--- src/rtl/raster_pkg.sv ---
// Package: shared event layout for the raster line/frame counter.
// Assumes: an event-word consumer decodes the bit positions below.
package raster_pkg;
    localparam int EVB_VBLANK = 0;
    localparam int EVB_MATCH  = 1;
    localparam int EVB_FRAME  = 8;

    typedef struct packed {
        logic vblank;
        logic match;
        logic frame;
    } raster_evt_t;
endpackage

--- src/rtl/rc_cycle_accum.sv ---
// Module: rc_cycle_accum
// Adds the per-clock cycle count into an accumulator and signals a completed
// line when the sum reaches CYC_PER_LINE, keeping the excess cycles.
// Assumes: cyc_add never reaches CYC_PER_LINE, so at most one line per clock.
module rc_cycle_accum #(
    parameter int CYC_PER_LINE = 1728,
    parameter int STEP_W       = 4
) (
    input  logic              clk,
    input  logic              rst_n,
    input  logic [STEP_W-1:0] cyc_add,
    output logic              line_tick
);
    localparam int ACC_W = $clog2(CYC_PER_LINE);
    localparam int SUM_W = ACC_W + 1;

    logic [ACC_W-1:0] acc_q;
    logic [SUM_W-1:0] sum;

    // Purpose: form the running sum and decide whether a line completes.
    always_comb begin
        sum       = {1'b0, acc_q} + SUM_W'(cyc_add);
        line_tick = (sum >= SUM_W'(CYC_PER_LINE));
    end

    // Purpose: hold the accumulated cycles, carrying any excess past a line.
    always_ff @(posedge clk) begin
        if (!rst_n)
            acc_q <= '0;
        else if (line_tick)
            acc_q <= ACC_W'(sum - SUM_W'(CYC_PER_LINE));
        else
            acc_q <= ACC_W'(sum);
    end

    // the carried remainder always stays below one line.
    assert_acc_bound_R1: assert property (@(posedge clk) disable iff (!rst_n)
        acc_q < ACC_W'(CYC_PER_LINE));

    // an idle clock leaves the accumulator untouched.
    assert_idle_hold_R10: assert property (@(posedge clk) disable iff (!rst_n)
        (cyc_add == '0) |=> $stable(acc_q));
endmodule

--- src/rtl/rc_line_counter.sv ---
// Module: rc_line_counter
// Counts completed lines modulo LINES_PER_FRAME and flags the wrap cycle.
// Assumes: line_tick is a single-cycle qualifier from the cycle accumulator.
module rc_line_counter #(
    parameter int LINES_PER_FRAME = 312,
    parameter int LN_W            = $clog2(LINES_PER_FRAME)
) (
    input  logic            clk,
    input  logic            rst_n,
    input  logic            line_tick,
    output logic [LN_W-1:0] line_q,
    output logic            wrap
);
    localparam logic [LN_W-1:0] LAST_LINE = LN_W'(LINES_PER_FRAME - 1);

    // Purpose: detect completion of the last line of the frame.
    always_comb wrap = line_tick && (line_q == LAST_LINE);

    // Purpose: advance the line number, returning to zero after the last line.
    always_ff @(posedge clk) begin
        if (!rst_n)
            line_q <= '0;
        else if (wrap)
            line_q <= '0;
        else if (line_tick)
            line_q <= line_q + 1'b1;
    end

    // completing the last line brings the counter back to zero.
    assert_wrap_zero_R3: assert property (@(posedge clk) disable iff (!rst_n)
        (line_tick && line_q == LAST_LINE) |=> (line_q == '0));

    // without a completed line the counter holds.
    assert_hold_R2: assert property (@(posedge clk) disable iff (!rst_n)
        !line_tick |=> $stable(line_q));
endmodule

--- src/rtl/rc_event_detect.sv ---
// Module: rc_event_detect
// Evaluates the finishing line against the fixed blanking line and the
// programmable compare value, and registers one-cycle event pulses.
// Assumes: line_cur is the line before it advances on the same edge.
module rc_event_detect #(
    parameter int LINES_PER_FRAME = 312,
    parameter int VBLANK_LINE     = 240,
    parameter int LN_W            = 9,
    parameter int CMP_W           = 16
) (
    input  logic                   clk,
    input  logic                   rst_n,
    input  logic                   line_tick,
    input  logic                   wrap,
    input  logic [LN_W-1:0]        line_cur,
    input  logic [CMP_W-1:0]       cmp_line,
    output raster_pkg::raster_evt_t evt_q
);
    logic cmp_in_range;
    logic cmp_hit;
    logic vbl_hit;

    // Purpose: decide which line events apply to the line now finishing.
    always_comb begin
        cmp_in_range = (cmp_line < CMP_W'(LINES_PER_FRAME));
        cmp_hit      = cmp_in_range && (CMP_W'(line_cur) == cmp_line);
        vbl_hit      = (line_cur == LN_W'(VBLANK_LINE));
    end

    // Purpose: register the pulses for exactly the completing cycle.
    always_ff @(posedge clk) begin
        if (!rst_n) begin
            evt_q <= '0;
        end else begin
            evt_q.vblank <= line_tick && vbl_hit;
            evt_q.match  <= line_tick && cmp_hit;
            evt_q.frame  <= wrap;
        end
    end
endmodule

--- src/rtl/raster_counter.sv ---
// Module: raster_counter (top)
// Converts per-clock cycle counts into scanline and frame timing and raises
// vertical-blank, line-compare and frame-start pulses.
// Assumes: cyc_add stays below CYC_PER_LINE; VBLANK_LINE < LINES_PER_FRAME - 1.
module raster_counter #(
    parameter int CYC_PER_LINE    = 1728,
    parameter int LINES_PER_FRAME = 312,
    parameter int VBLANK_LINE     = 240,
    parameter int STEP_W          = 4,
    parameter int OUT_W           = 16
) (
    input  logic              clk,
    input  logic              rst_n,
    input  logic [STEP_W-1:0] cyc_add,
    input  logic [OUT_W-1:0]  cmp_line,
    output logic [OUT_W-1:0]  line_num,
    output logic              vblank_pulse,
    output logic              match_pulse,
    output logic              frame_start_pulse,
    output logic [OUT_W-1:0]  event_word
);
    localparam int LN_W = $clog2(LINES_PER_FRAME);

    logic                    line_tick;
    logic                    wrap;
    logic [LN_W-1:0]         line_q;
    raster_pkg::raster_evt_t evt;

    rc_cycle_accum #(
        .CYC_PER_LINE (CYC_PER_LINE),
        .STEP_W       (STEP_W)
    ) u_accum (
        .clk       (clk),
        .rst_n     (rst_n),
        .cyc_add   (cyc_add),
        .line_tick (line_tick)
    );

    rc_line_counter #(
        .LINES_PER_FRAME (LINES_PER_FRAME),
        .LN_W            (LN_W)
    ) u_lines (
        .clk       (clk),
        .rst_n     (rst_n),
        .line_tick (line_tick),
        .line_q    (line_q),
        .wrap      (wrap)
    );

    rc_event_detect #(
        .LINES_PER_FRAME (LINES_PER_FRAME),
        .VBLANK_LINE     (VBLANK_LINE),
        .LN_W            (LN_W),
        .CMP_W           (OUT_W)
    ) u_events (
        .clk       (clk),
        .rst_n     (rst_n),
        .line_tick (line_tick),
        .wrap      (wrap),
        .line_cur  (line_q),
        .cmp_line  (cmp_line),
        .evt_q     (evt)
    );

    // Purpose: present the line number and pulses at the ports.
    always_comb begin
        line_num          = OUT_W'(line_q);
        vblank_pulse      = evt.vblank;
        match_pulse       = evt.match;
        frame_start_pulse = evt.frame;
    end

    // Purpose: pack the pulses into the event word at their fixed positions.
    always_comb begin
        for (int b = 0; b < OUT_W; b++) begin
            event_word[b] = 1'b0;
        end
        event_word[raster_pkg::EVB_VBLANK] = evt.vblank;
        event_word[raster_pkg::EVB_MATCH]  = evt.match;
        event_word[raster_pkg::EVB_FRAME]  = evt.frame;
    end

    // the visible line number never reaches the frame height.
    assert_line_range_R3: assert property (@(posedge clk) disable iff (!rst_n)
        line_num < OUT_W'(LINES_PER_FRAME));

    // a line change is a single increment or the wrap to zero.
    assert_step_one_R2: assert property (@(posedge clk) disable iff (!rst_n)
        (line_num != $past(line_num)) |->
        (line_num == $past(line_num) + 1'b1 || line_num == '0));

    // blanking pulse lands as the counter leaves the blanking line.
    assert_vblank_pos_R4: assert property (@(posedge clk) disable iff (!rst_n)
        vblank_pulse |-> (line_num == OUT_W'(VBLANK_LINE + 1)));

    // the blanking pulse lasts one cycle.
    assert_vblank_single_R4: assert property (@(posedge clk) disable iff (!rst_n)
        vblank_pulse |=> !vblank_pulse);

    // a match pulse follows completion of the compared line.
    assert_match_pos_R5: assert property (@(posedge clk) disable iff (!rst_n)
        match_pulse |-> ($past(line_num) == $past(cmp_line)));

    // an out-of-range compare value never matched.
    assert_match_range_R6: assert property (@(posedge clk) disable iff (!rst_n)
        match_pulse |-> ($past(cmp_line) < OUT_W'(LINES_PER_FRAME)));

    // frame-start coincides with the counter returning to zero.
    assert_frame_pos_R7: assert property (@(posedge clk) disable iff (!rst_n)
        frame_start_pulse |-> (line_num == '0));
endmodule

--- config.mk ---
export PLATFORM = sky130hd
export DESIGN_NAME = raster_counter
export DESIGN_NICKNAME = d
export VERILOG_FILES = /design/src/rtl/raster_pkg.sv /design/src/rtl/rc_cycle_accum.sv /design/src/rtl/rc_line_counter.sv /design/src/rtl/rc_event_detect.sv /design/src/rtl/raster_counter.sv
export SDC_FILE = /design/constraint.sdc
export NUM_CORES = 1
export LEC_CHECK = 0
export ABC_AREA = 0
export BUFFER_PORTS_ARGS = -buffer_cell sky130_fd_sc_hd__buf_2
export CAP_MARGIN = 40
export CORE_ASPECT_RATIO = 1.75
export CORE_MARGIN = 2
export CORE_UTILIZATION = 45
export CTS_CLUSTER_SIZE = 25
export DETAILED_ROUTE_END_ITERATION = 8
export GPL_ROUTABILITY_DRIVEN = 0
export GPL_TIMING_DRIVEN = 0
export PLACE_DENSITY = 0.84
export SLEW_MARGIN = 10
export SYNTH_ARGS = -nofsm -noshare
export SYNTH_HDL_FRONTEND = slang
export SYNTH_HIERARCHICAL = 1
export SYNTH_SLANG_ARGS = --single-unit
--- constraint.sdc ---
create_clock -name clk -period 3 [get_ports clk]
set_clock_uncertainty 0.2 [all_clocks]
set_input_delay 0.15 -clock clk [delete_from_list [all_inputs] [get_ports clk]]
set_output_delay 0.15 -clock clk [all_outputs]
set_load 0.05 [all_outputs]
==> results.py, run 1 <==
metrics = {
    "outcome": {
        "status": "finished, violations left",
        "violations": "negative setup slack",
    },
    "final_layout": {
        "drive_above_1_share_pct": 40.4,
        "n_fill_cell": 312,
        "seqCellArea_um2": 462,
        "n_antenna_cell": 0,
        "utilization_pct": 65.4,
        "area_growth_pct": 41.5,
        "multi_input_area_mm2": 0.00115,
        "fin_cells": 331,
        "final_net_count": 315,
    },
    "route": {
        "drtIter0Drc": 69,
        "drc": 0,
        "drtPass1Iterations": 4,
        "wl_per_cell_um": 12.9,
        "ant_nets": 0,
        "routed_wirelength_um": 4290,
        "vias": 1655,
        "vias_per_cell": 5.00,
    },
    "clock_network": {
        "cts_buffers": 3,
        "clkTransAtPathRegs_ns": 0.08,
        "cts_buffer_depth": 2,
        "tritoncts": "yes",
        "htreeDepth": 1,
        "clkSinkCount": 23,
        "clock-root-buffer": "clkbuf_8",
        "clkLatencyLatePin_ns": 0.26,
    },
    "floorplan": {
        "die_h_um": 84.4,
        "core_area_mm2": 0.00359,
        "placementRows": 29,
        "pin_count": 57,
        "die_w_um": 49.9,
        "start_util_pct": 46.2,
        "die-area_mm2": 0.00421,
    },
    "sta": {
        "setup_viol": 14,
        "maxSlewViolCount": 0,
        "slew_headroom_pct": 66.5,
        "tightest_slew_ns": 0.501,
        "timing.final.crit_share_pct": 105,
        "setup_slack_ns": -0.160,
        "hold_viol_final": 0,
        "min_period_ns": 3.16,
        "fmax_mhz": 316,
        "rsz0062_at_grt": "yes",
    },
    "setup_path": {
        "critPathCaptureType": "flip-flop",
        "cp.required_ns": 2.95,
        "start_kind": "flip-flop",
        "path_class": "reg2reg",
        "cp.arrival_ns": 3.11,
        "cp_max_fo": 5,
    },
    "global_route": {
        "grt_overflow_total": 0,
        "grt_use_met3_pct": 3.02,
        "grt_antenna_before_repair": 0,
        "met2_usage_pct": 41.0,
        "busiest_layer": "met2",
        "grt_use_met1_pct": 18.0,
        "grt_pass1_wl_um": 6850,
        "grt_start_max_net_pins": 13,
        "first_global_vias": 1652,
        "grt.total_usage_pct": 20.1,
    },
    "logic_synthesis": {
        "synth_cell_types": 51,
        "syn_area_mm2": 0.00166,
        "ys_top_cells_by_count": "buf_4 (23), dfxtp_1 (23), nand2_1 (17), nor2_1 (17), xnor2_1 (17)",
        "synth_fa_ha_area_share_pct": 5.73,
        "synth.area.mux_share_pct": 1.81,
        "synth_top_family_by_area": "simple AND/OR/NAND/NOR gates",
        "yosys_warnings": 6,
        "ys_ff_latch": 23,
        "synth_top_area_share_pct": 27.7,
        "synth-simple-area-share_pct": 27.2,
        "synth_edf_count": 0,
        "yosysSeqAreaShare_pct": 27.7,
        "synth_compound_area_share_pct": 13.1,
        "synth_top_cell_by_area": "dfxtp_1",
        "yosys-top-cells-area": "dfxtp_1 (28%), buf_4 (10%), xnor2_1 (9.0%)",
        "synthCells": 196,
        "syn_area_per_cell_um2": 8.47,
        "async_reset_ff_share_pct": 0,
        "yosys_most_used_dff": "dfxtp_1",
        "synth_xor_area_share_pct": 11.1,
    },
    "place": {
        "port_buffers": 36,
        "place_ws_ns": -0.304,
        "dp_hpwl_um": 2900,
        "placedCellCount": 297,
    },
    "pwr": {
        "p_clk_share_pct": 23.6,
        "p_seq_share_pct": 42.2,
        "p_leak_nw": 1.07,
        "p_sw_mw": 0.268,
        "p_int_mw": 0.528,
        "switching_share_pct": 33.7,
        "power.density_mw_per_mm2": 339,
        "total_power_mw": 0.796,
        "peakVddDrop_mv": 0.333,
        "pwr-share-comb_pct": 34.2,
    },
    "worst_hold_path": {
        "hold_class": "in2reg",
    },
    "flow_run": {
        "max-cap-violations": 0,
    },
}
[metal layers]
layer  part of all wire [%]  wire length [µm]  up-vias
met2                     58              2490       64
li1                       -                 -      818
met1                     34              1450      763
met3                    5.9               251       10
met5                      0                 0        -
met4                    2.1                92        0
[logic make-up (layout without fill, tap and decap cells)]
family / count (synthesis) / after routing
simple gates: 77 / 77
buf+inv: 35 / 105
compound gates: 29 / 29
flops: 23 / 23
xor+xnor: 21 / 21
fa+ha+maj: 7 / 7
mux: 3 / 3
other cells: 1 / 20
[state kept, by name, summed over array words and instances, names as in the netlist]
| name | cells |
|---|---|
| u_events/evt_q | 3 |
| u_accum/acc_q | 11 |
| u_lines/line_q | 9 |
[per-stage QoR]
stage	hold WS, ns	area (µm²)	setup TNS, ns
4_1_cts	0.00575	2290	-0.136
3_5_place_dp	0.241	2000	-2.89
5_1_grt	0.0265	2350	-2.65
6_report	0.0295	2350	-1.31
2_1_floorplan	0.0717	1760	-0.226
3_3_place_gp	0.246	2000	-2.13
[critical path, cell delays in order (launching register included)]
cell,delay [ns]
dfxtp_2,0.34
ha_4,0.13
inv_2,0.04
fa_2,0.34
nand2b_4,0.17
a211oi_4,0.30
xnor2_2,0.16
inv_2,0.08
ha_4,0.17
and4bb_2,0.26
o41ai_4,0.26
nand2_2,0.16
nand4_1,0.17
nor2_1,0.08
xnor2_1,0.14
nor2_1,0.05
[worst paths after layout]
path	start	endpoint	slack, ns	depth (start not counted)
worst max-delay path	u_accum/acc_q[0]$_SDFF_PN0_	u_lines/line_q[5]$_SDFFE_PP0P_	-0.16	15
worst max register to register	u_accum/acc_q[0]$_SDFF_PN0_	u_lines/line_q[5]$_SDFFE_PP0P_	-0.16	15
worst min register to register	u_accum/acc_q[0]$_SDFF_PN0_	u_accum/acc_q[0]$_SDFF_PN0_	0.37	2
worst min-delay path	cmp_line[4]	u_events/evt_q[1]$_SDFF_PN0_	0.03	4
[what timing repair did]
action | 4_1_cts | 5_1_grt
endpoints found under the setup margin | 14 | 14
gates resized for setup | 5 | 6
hold endpoints to repair | 1 | 0
hold buffers | 6 | 0
setup buffers | 21 | 5
pin swaps | 6 | 5
[final cells by class]
class	count	area share [%]
multi-input combinational	157	48.8
sequential	23	19.6
clock buffer	4	1.92
timing repair buffer	66	17.9
buffer	24	7.51
tap	46	2.45
inverter	11	1.76
[cell usage in the layout, fill, tap and decap left out, drive strengths merged, types with 3 or more instances in the layout]
cell and count:
inv 11, dfxtp 23, buf 83, conb 20, a21oi 8, ha 6, nand2b 3, xnor2 17
nor4 3, or3 3, nor3 3, nand4 6, mux2i 3, nor2 20, and3 3, nand3 7
o211ai 3, dlygate4sd3 6, nand2 18, o21ai 3, xor2 4, clkbuf 5
[power groups by stage]
stage	clock network [mW]	registers (mW)	logic [mW]
4_1_cts	0.193	0.335	0.255
2_1_floorplan	0	0.338	0.185
6_report	0.188	0.336	0.272
5_1_grt	0.206	0.338	0.290
3_3_place_gp	0	0.340	0.218
3_5_place_dp	0	0.340	0.224
No activity file was read; power rests on OpenSTA's default activity.
==> run 2: changes to the inputs <==
--- a/config.mk
+++ b/config.mk
@@ -10,12 +10,12 @@
 export CAP_MARGIN = 40
 export CORE_ASPECT_RATIO = 1.75
 export CORE_MARGIN = 2
-export CORE_UTILIZATION = 45
+export CORE_UTILIZATION = 50
 export CTS_CLUSTER_SIZE = 25
 export DETAILED_ROUTE_END_ITERATION = 8
 export GPL_ROUTABILITY_DRIVEN = 0
 export GPL_TIMING_DRIVEN = 0
-export PLACE_DENSITY = 0.84
+export PLACE_DENSITY = 0.88
 export SLEW_MARGIN = 10
 export SYNTH_ARGS = -nofsm -noshare
 export SYNTH_HDL_FRONTEND = slang
==> constraint.sdc (replaced) <==
create_clock -name clk -period 3.3 [get_ports clk]
set_clock_uncertainty 0.2 [all_clocks]
set_input_delay 0.165 -clock clk [delete_from_list [all_inputs] [get_ports clk]]
set_output_delay 0.165 -clock clk [all_outputs]
set_load 0.05 [all_outputs]
==> run 2 against run 1 <==
  * The flow now finishes without violations
  * Cell area is 7.1% lower
  * Critical path type unchanged
  * Critical endpoint is now u_lines/line_q[3]$_SDFFE_PP0P_
  * Register-to-register slack better by 0.21 ns
  * Non-clock buffer count is 20 lower
  * Routed wire length is 1.5% lower
  * Critical path depth stayed put
  * Highest routed layer unchanged
  * Maximum frequency is 2.9% lower
  * Die area is 9.4% lower
==> results.py, run 2 (same netlist as run 1, synthesis figures left out) <==
metrics = {
    "final_layout": {
        "layout_commonest_cell": "buf_2",
        "drive_above_1_share_pct": 35.8,
        "final_net_count": 295,
        "largest_register_ffs": 11,
        "area_growth_pct": 31.5,
        "reg_top3": "u_accum/acc_q x11, u_lines/line_q x9, u_events/evt_q x3",
        "n_fill_cell": 258,
        "final_cell_mix": "buf_2 (36), buf_4 (28), dfxtp_1 (22), conb_1 (20), nand2_1 (17)",
        "top_register": "u_accum/acc_q",
        "n_antenna_cell": 0,
    },
    "place": {
        "place_ws_ns": -0.309,
        "port_buffers": 36,
        "dp_hpwl_um": 2940,
    },
    "setup_path": {
        "critPathMaxStageDelay_ns": 0.39,
        "cp.required_ns": 3.25,
        "rr_worst_depth": 15,
        "path_class": "reg2reg",
        "cp.arrival_ns": 3.21,
        "start_kind": "flip-flop",
        "cp_cell_sequence": "ha_4 -> inv_2 -> fa_2 -> nand2b_4 -> a211oi_4 -> xnor2_2 -> inv_2 -> ha_4 -> and4bb_2 -> o41ai_4 -> nand2_2 -> nand4_1 -> buf_4 -> xnor2_2 -> nor2_1",
        "critPathCaptureType": "flip-flop",
        "cp_max_fo": 5,
        "crit_slowest_cell": "fa_2",
    },
    "global_route": {
        "first_global_vias": 1516,
        "grt_overflow_total": 0,
        "grt.total_usage_pct": 22.3,
        "grt_pass1_wl_um": 6350,
        "grt_start_max_net_pins": 13,
        "grt_antenna_before_repair": 0,
    },
    "floorplan": {
        "placementRows": 27,
        "core_area_mm2": 0.00318,
        "start_util_pct": 52.3,
        "pin_count": 57,
        "die_w_um": 47.6,
        "die_h_um": 80.2,
        "die-area_mm2": 0.00382,
    },
    "worst_hold_path": {
        "hold_depth": 4,
        "hold_class": "in2reg",
    },
    "clock_network": {
        "clkLatencyLatePin_ns": 0.26,
        "tritoncts": "yes",
        "htreeDepth": 1,
        "clkSinkCount": 23,
        "clock-root-buffer": "clkbuf_8",
        "cts_buffer_depth": 2,
        "cts_buffers": 3,
        "clkTransAtPathRegs_ns": 0.08,
    },
    "outcome": {
        "status": "finished, final reports clean",
    },
    "sta": {
        "hold_slack_ns": 0.00714,
        "setup_slack_ns": 0.0455,
        "maxSlewViolCount": 0,
        "min_period_ns": 3.25,
        "timing.final.crit_share_pct": 98.6,
        "fmax_mhz": 307,
        "hold_viol_final": 0,
        "setup_viol": 0,
        "rsz0062_at_grt": "yes",
    },
    "route": {
        "met2_length_um": 2350,
        "wl_met1_um": 1540,
        "ant_nets": 0,
        "dr_wl_met3_um": 264,
        "drc": 0,
        "vias_per_cell": 5.06,
        "drtPass1Iterations": 4,
        "wl_per_cell_um": 13.7,
        "routed_wirelength_um": 4220,
        "drtIter0Drc": 41,
        "top_layer": "met4",
        "vias": 1557,
    },
    "pwr": {
        "peakVddDrop_mv": 0.344,
        "p_leak_nw": 0.986,
        "power.density_mw_per_mm2": 318,
    },
    "flow_run": {
        "max-cap-violations": 0,
    },
}
run 2: cell count changes in the layout (fill, tap and decap cells not counted), sizes merged:
| cell | change |
|---|---|
| dlygate4sd3 | -1 |
| buf | -19 |
run 2: final cells by class:
type	instances	area [µm²]	share of cell area, %
buffer	24	176	8.08
tap	43	53.8	2.46
inverter	11	41.3	1.89
timing repair buffer	46	268	12.3
sequential	23	462	21.1
multi-input combinational	157	1140	52.1
clock buffer	4	45.0	2.06
run 2: critical path, delay by kind of cell (launching register included):
family	cells	cell delay [ns]
buffers and inverters	3	0.26
flip-flops	1	0.35
AO/OA/AOI/OAI	2	0.58
AND/OR/NAND/NOR	5	0.80
adder cells (fa/ha/maj)	3	0.71
XOR/XNOR	2	0.26
run 2: per-stage QoR:
step	total power [mW]	utilization, %	instances	instance area (µm²)	setup TNS, ns
after global routing	0.725	68.8	308	2180	-0.381
final	0.693	68.8	308	2180	0
after detailed placement	0.501	61.9	294	1970	-2.99
after floorplan	0.466	-	215	1730	0
after global placement	0.497	61.9	294	1970	-1.78
after CTS	0.681	65.6	304	2080	0
run 2: timing repair:
| action | in CTS | in global routing |
|---|---|---|
| resized for setup | 5 | 12 |
| pin swaps | 2 | 9 |
| hold endpoints to repair | 1 | 1 |
| buffers inserted | 2 | 3 |
| endpoints found under the setup margin | 14 | 14 |
| hold buffers | 4 | 1 |
run 2: metal layers:
metal	vias up	track usage, %
met3	8	3.60
met1	707	20.9
met2	62	41.6
met4	0	11.9
met5	-	0
li1	780	-
run 2: final timing paths:
path	from	end	slack [ns]
min	cmp_line[7]	u_events/evt_q[1]$_SDFF_PN0_	0.007
min reg2reg	u_lines/line_q[8]$_SDFFE_PP0P_	u_lines/line_q[8]$_SDFFE_PP0P_	0.37
max reg2reg	u_accum/acc_q[0]$_SDFF_PN0_	u_lines/line_q[3]$_SDFFE_PP0P_	0.05
max	u_accum/acc_q[0]$_SDFF_PN0_	u_lines/line_q[3]$_SDFFE_PP0P_	0.05
run 2: where the power goes:
| part | leakage [nW] | internal [mW] | switching (mW) |
|---|---|---|---|
| registers | 0.187 | 0.292 | 0.0127 |
| clock network | 0.0228 | 0.0861 | 0.0867 |
| logic | 0.776 | 0.0787 | 0.137 |
==> run 3: changes to the inputs <==
--- a/config.mk
+++ b/config.mk
@@ -15,7 +15,7 @@
 export DETAILED_ROUTE_END_ITERATION = 8
 export GPL_ROUTABILITY_DRIVEN = 0
 export GPL_TIMING_DRIVEN = 0
-export PLACE_DENSITY = 0.88
+export PLACE_DENSITY = 0.8
 export SLEW_MARGIN = 10
 export SYNTH_ARGS = -nofsm -noshare
 export SYNTH_HDL_FRONTEND = slang
==> run 3 against run 2 <==
  * Count of clock-buffer cells in the layout unchanged
  * Sequential power hardly changed
  * Clock power hardly changed
  * Routed wire length decreased by 7.2%
  * Non-clock buffer count is 3 higher
  * Largest cell class unchanged
  * Combinational power about the same
  * Via count increased by 2.1%
==> results.py, run 3 (same netlist as run 1, synthesis figures left out) <==
metrics = {
    "final_layout": {
        "area_growth_pct": 32.2,
        "top_register": "u_accum/acc_q",
        "layout_commonest_cell": "buf_2",
        "fin_cells": 311,
        "final_net_count": 298,
        "drive_above_1_share_pct": 35.8,
        "reg_top3": "u_accum/acc_q x11, u_lines/line_q x9, u_events/evt_q x3",
        "largest_register_ffs": 11,
        "n_fill_cell": 265,
        "n_antenna_cell": 0,
        "final_cell_mix": "buf_2 (36), buf_4 (30), dfxtp_1 (22), conb_1 (20)",
    },
    "route": {
        "vias": 1590,
        "drtPass1Iterations": 4,
        "drtIter0Drc": 36,
        "wl_per_cell_um": 12.6,
        "vias_per_cell": 5.11,
        "routed_wirelength_um": 3920,
        "drc": 0,
        "ant_nets": 0,
    },
    "clock_network": {
        "clkSinkCount": 23,
        "cts_buffers": 3,
        "cts_buffer_depth": 2,
        "clkLatencyLatePin_ns": 0.26,
        "clkTransAtPathRegs_ns": 0.08,
        "tritoncts": "yes",
        "clock-root-buffer": "clkbuf_8",
        "htreeDepth": 1,
    },
    "worst_hold_path": {
        "hold_end": "u_events/evt_q[1]$_SDFF_PN0_",
        "hold_start": "cmp_line[2]",
        "hold_depth": 4,
        "hold_class": "in2reg",
    },
    "floorplan": {
        "die-area_mm2": 0.00382,
        "start_util_pct": 52.3,
        "core_area_mm2": 0.00318,
        "die_w_um": 47.6,
        "pin_count": 57,
        "die_h_um": 80.2,
        "placementRows": 27,
    },
    "global_route": {
        "grt_overflow_total": 0,
        "grt_start_max_net_pins": 13,
        "grt_pass1_wl_um": 5970,
        "first_global_vias": 1403,
        "grt_antenna_before_repair": 0,
        "grt.total_usage_pct": 20.9,
    },
    "sta": {
        "min_period_ns": 3.29,
        "setup_viol": 0,
        "maxSlewViolCount": 0,
        "hold_viol_final": 0,
        "fmax_mhz": 304,
        "rsz0062_at_grt": "yes",
        "timing.final.crit_share_pct": 99.7,
    },
    "pwr": {
        "power.density_mw_per_mm2": 316,
        "p_leak_nw": 0.990,
        "peakVddDrop_mv": 0.237,
        "total_power_mw": 0.693,
    },
    "setup_path": {
        "start_kind": "flip-flop",
        "reg2reg_from": "u_accum/acc_q[0]$_SDFF_PN0_",
        "path_class": "reg2reg",
        "cp_cell_sequence": "ha_4 -> inv_2 -> fa_2 -> nand2b_4 -> a211oi_4 -> xnor2_2 -> inv_2 -> ha_4 -> and4bb_2 -> o41ai_2 -> nand2_2 -> nand4_1 -> buf_4 -> xnor2_2 -> nor2_1",
        "cp.required_ns": 3.25,
        "cp_max_fo": 5,
        "crit_family": "simple AND/OR/NAND/NOR gates",
        "crit_slowest_cell": "o41ai_2",
        "critPathBufInv": 3,
        "crit_cells": 15,
        "critPathCaptureType": "flip-flop",
        "critPathMaxStageDelay_ns": 0.39,
        "regToRegSetupSlack_ns": 0.01,
        "cp.arrival_ns": 3.24,
        "rr_worst_depth": 15,
        "reg2reg_to": "u_lines/line_q[3]$_SDFFE_PP0P_",
    },
    "place": {
        "port_buffers": 36,
        "dp_hpwl_um": 2820,
        "placedCellCount": 294,
    },
    "outcome": {
        "status": "finished, final reports clean",
    },
    "flow_run": {
        "max-cap-violations": 0,
    },
}
run 3: changes by cell type in the layout (fill, tap and decap cells not counted):
cell	before	now
buf_4	28	30
dlygate4sd3_1	5	6
nor2_1	16	17
nor2_2	4	3
o41ai_2	0	1
o41ai_4	1	0
run 3: what timing repair did:
action                                  in CTS  in global routing
endpoints found under the setup margin      14                 14
buffers inserted                             1                  6
pin swaps                                    2                  9
endpoints found under the hold margin        1                  0
gates resized for setup                      6                  9
hold buffers                                 6                  0
run 3: metal layers:
metal	GRT usage [%]	up-vias	share of wire [%]
li1	-	789	-
met1	21.1	731	39
met2	40.3	60	53
met3	3.15	10	6.2
met4	6.22	0	2.2
met5	0	-	0
run 3: worst reg2reg max path: cells and delay by family (launching register included):
family | cells | cell delay [ns]
fa+ha+maj | 3 | 0.67
buf+inv | 3 | 0.25
flops | 1 | 0.34
xor+xnor | 2 | 0.27
simple gates | 5 | 0.78
compound gates | 2 | 0.66
run 3: layout make-up:
cell class                      count  area (µm²)  share of cell area (%)
Buffer                             24         176                    8.04
Timing Repair Buffer               49         293                    13.3
Sequential cell                    23         462                    21.0
Clock buffer                        4        45.0                    2.05
Multi-Input combinational cell    157        1120                    51.2
Inverter                           11        41.3                    1.88
Tap cell                           43        53.8                    2.45
run 3: worst max-delay path by stage:
stage	startpoint	to	slack [ns]
after global routing	u_accum/acc_q[0]$_SDFF_PN0_	u_lines/line_q[7]$_SDFFE_PP0P_	-0.10
final	u_accum/acc_q[0]$_SDFF_PN0_	u_lines/line_q[3]$_SDFFE_PP0P_	0.01
after floorplan	u_accum/acc_q[0]$_SDFF_PN0_	u_lines/line_q[5]$_SDFFE_PP0P_	0.03
after detailed placement	u_accum/acc_q[0]$_SDFF_PN0_	u_events/evt_q[2]$_SDFF_PN0_	-0.31
after global placement	u_accum/acc_q[0]$_SDFF_PN0_	u_lines/line_q[5]$_SDFFE_PP0P_	-0.25
after CTS	u_accum/acc_q[0]$_SDFF_PN0_	u_events/evt_q[2]$_SDFF_PN0_	0.05
run 3: report_power, final:
group | total (mW) | switching, mW | internal (mW)
Combinational | 0.214 | 0.133 | 0.0811
Clock | 0.174 | 0.0878 | 0.0861
Sequential | 0.305 | 0.0133 | 0.292
Total | 0.693 | 0.234 | 0.459
run 3: metrics by stage:
step | setup TNS (ns) | instance area (µm²) | hold WS (ns) | utilization (%) | setup WS (ns)
2_1_floorplan | 0 | 1730 | 0.0867 | - | 0.0324
3_3_place_gp | -2.20 | 1970 | 0.259 | 61.9 | -0.251
3_5_place_dp | -2.96 | 1970 | 0.258 | 61.9 | -0.311
4_1_cts | 0 | 2100 | 0.00916 | 66.2 | 0.0478
5_1_grt | -0.266 | 2190 | 0.0199 | 69.1 | -0.102
6_report | 0 | 2190 | 0.0373 | 69.1 | 0.0110
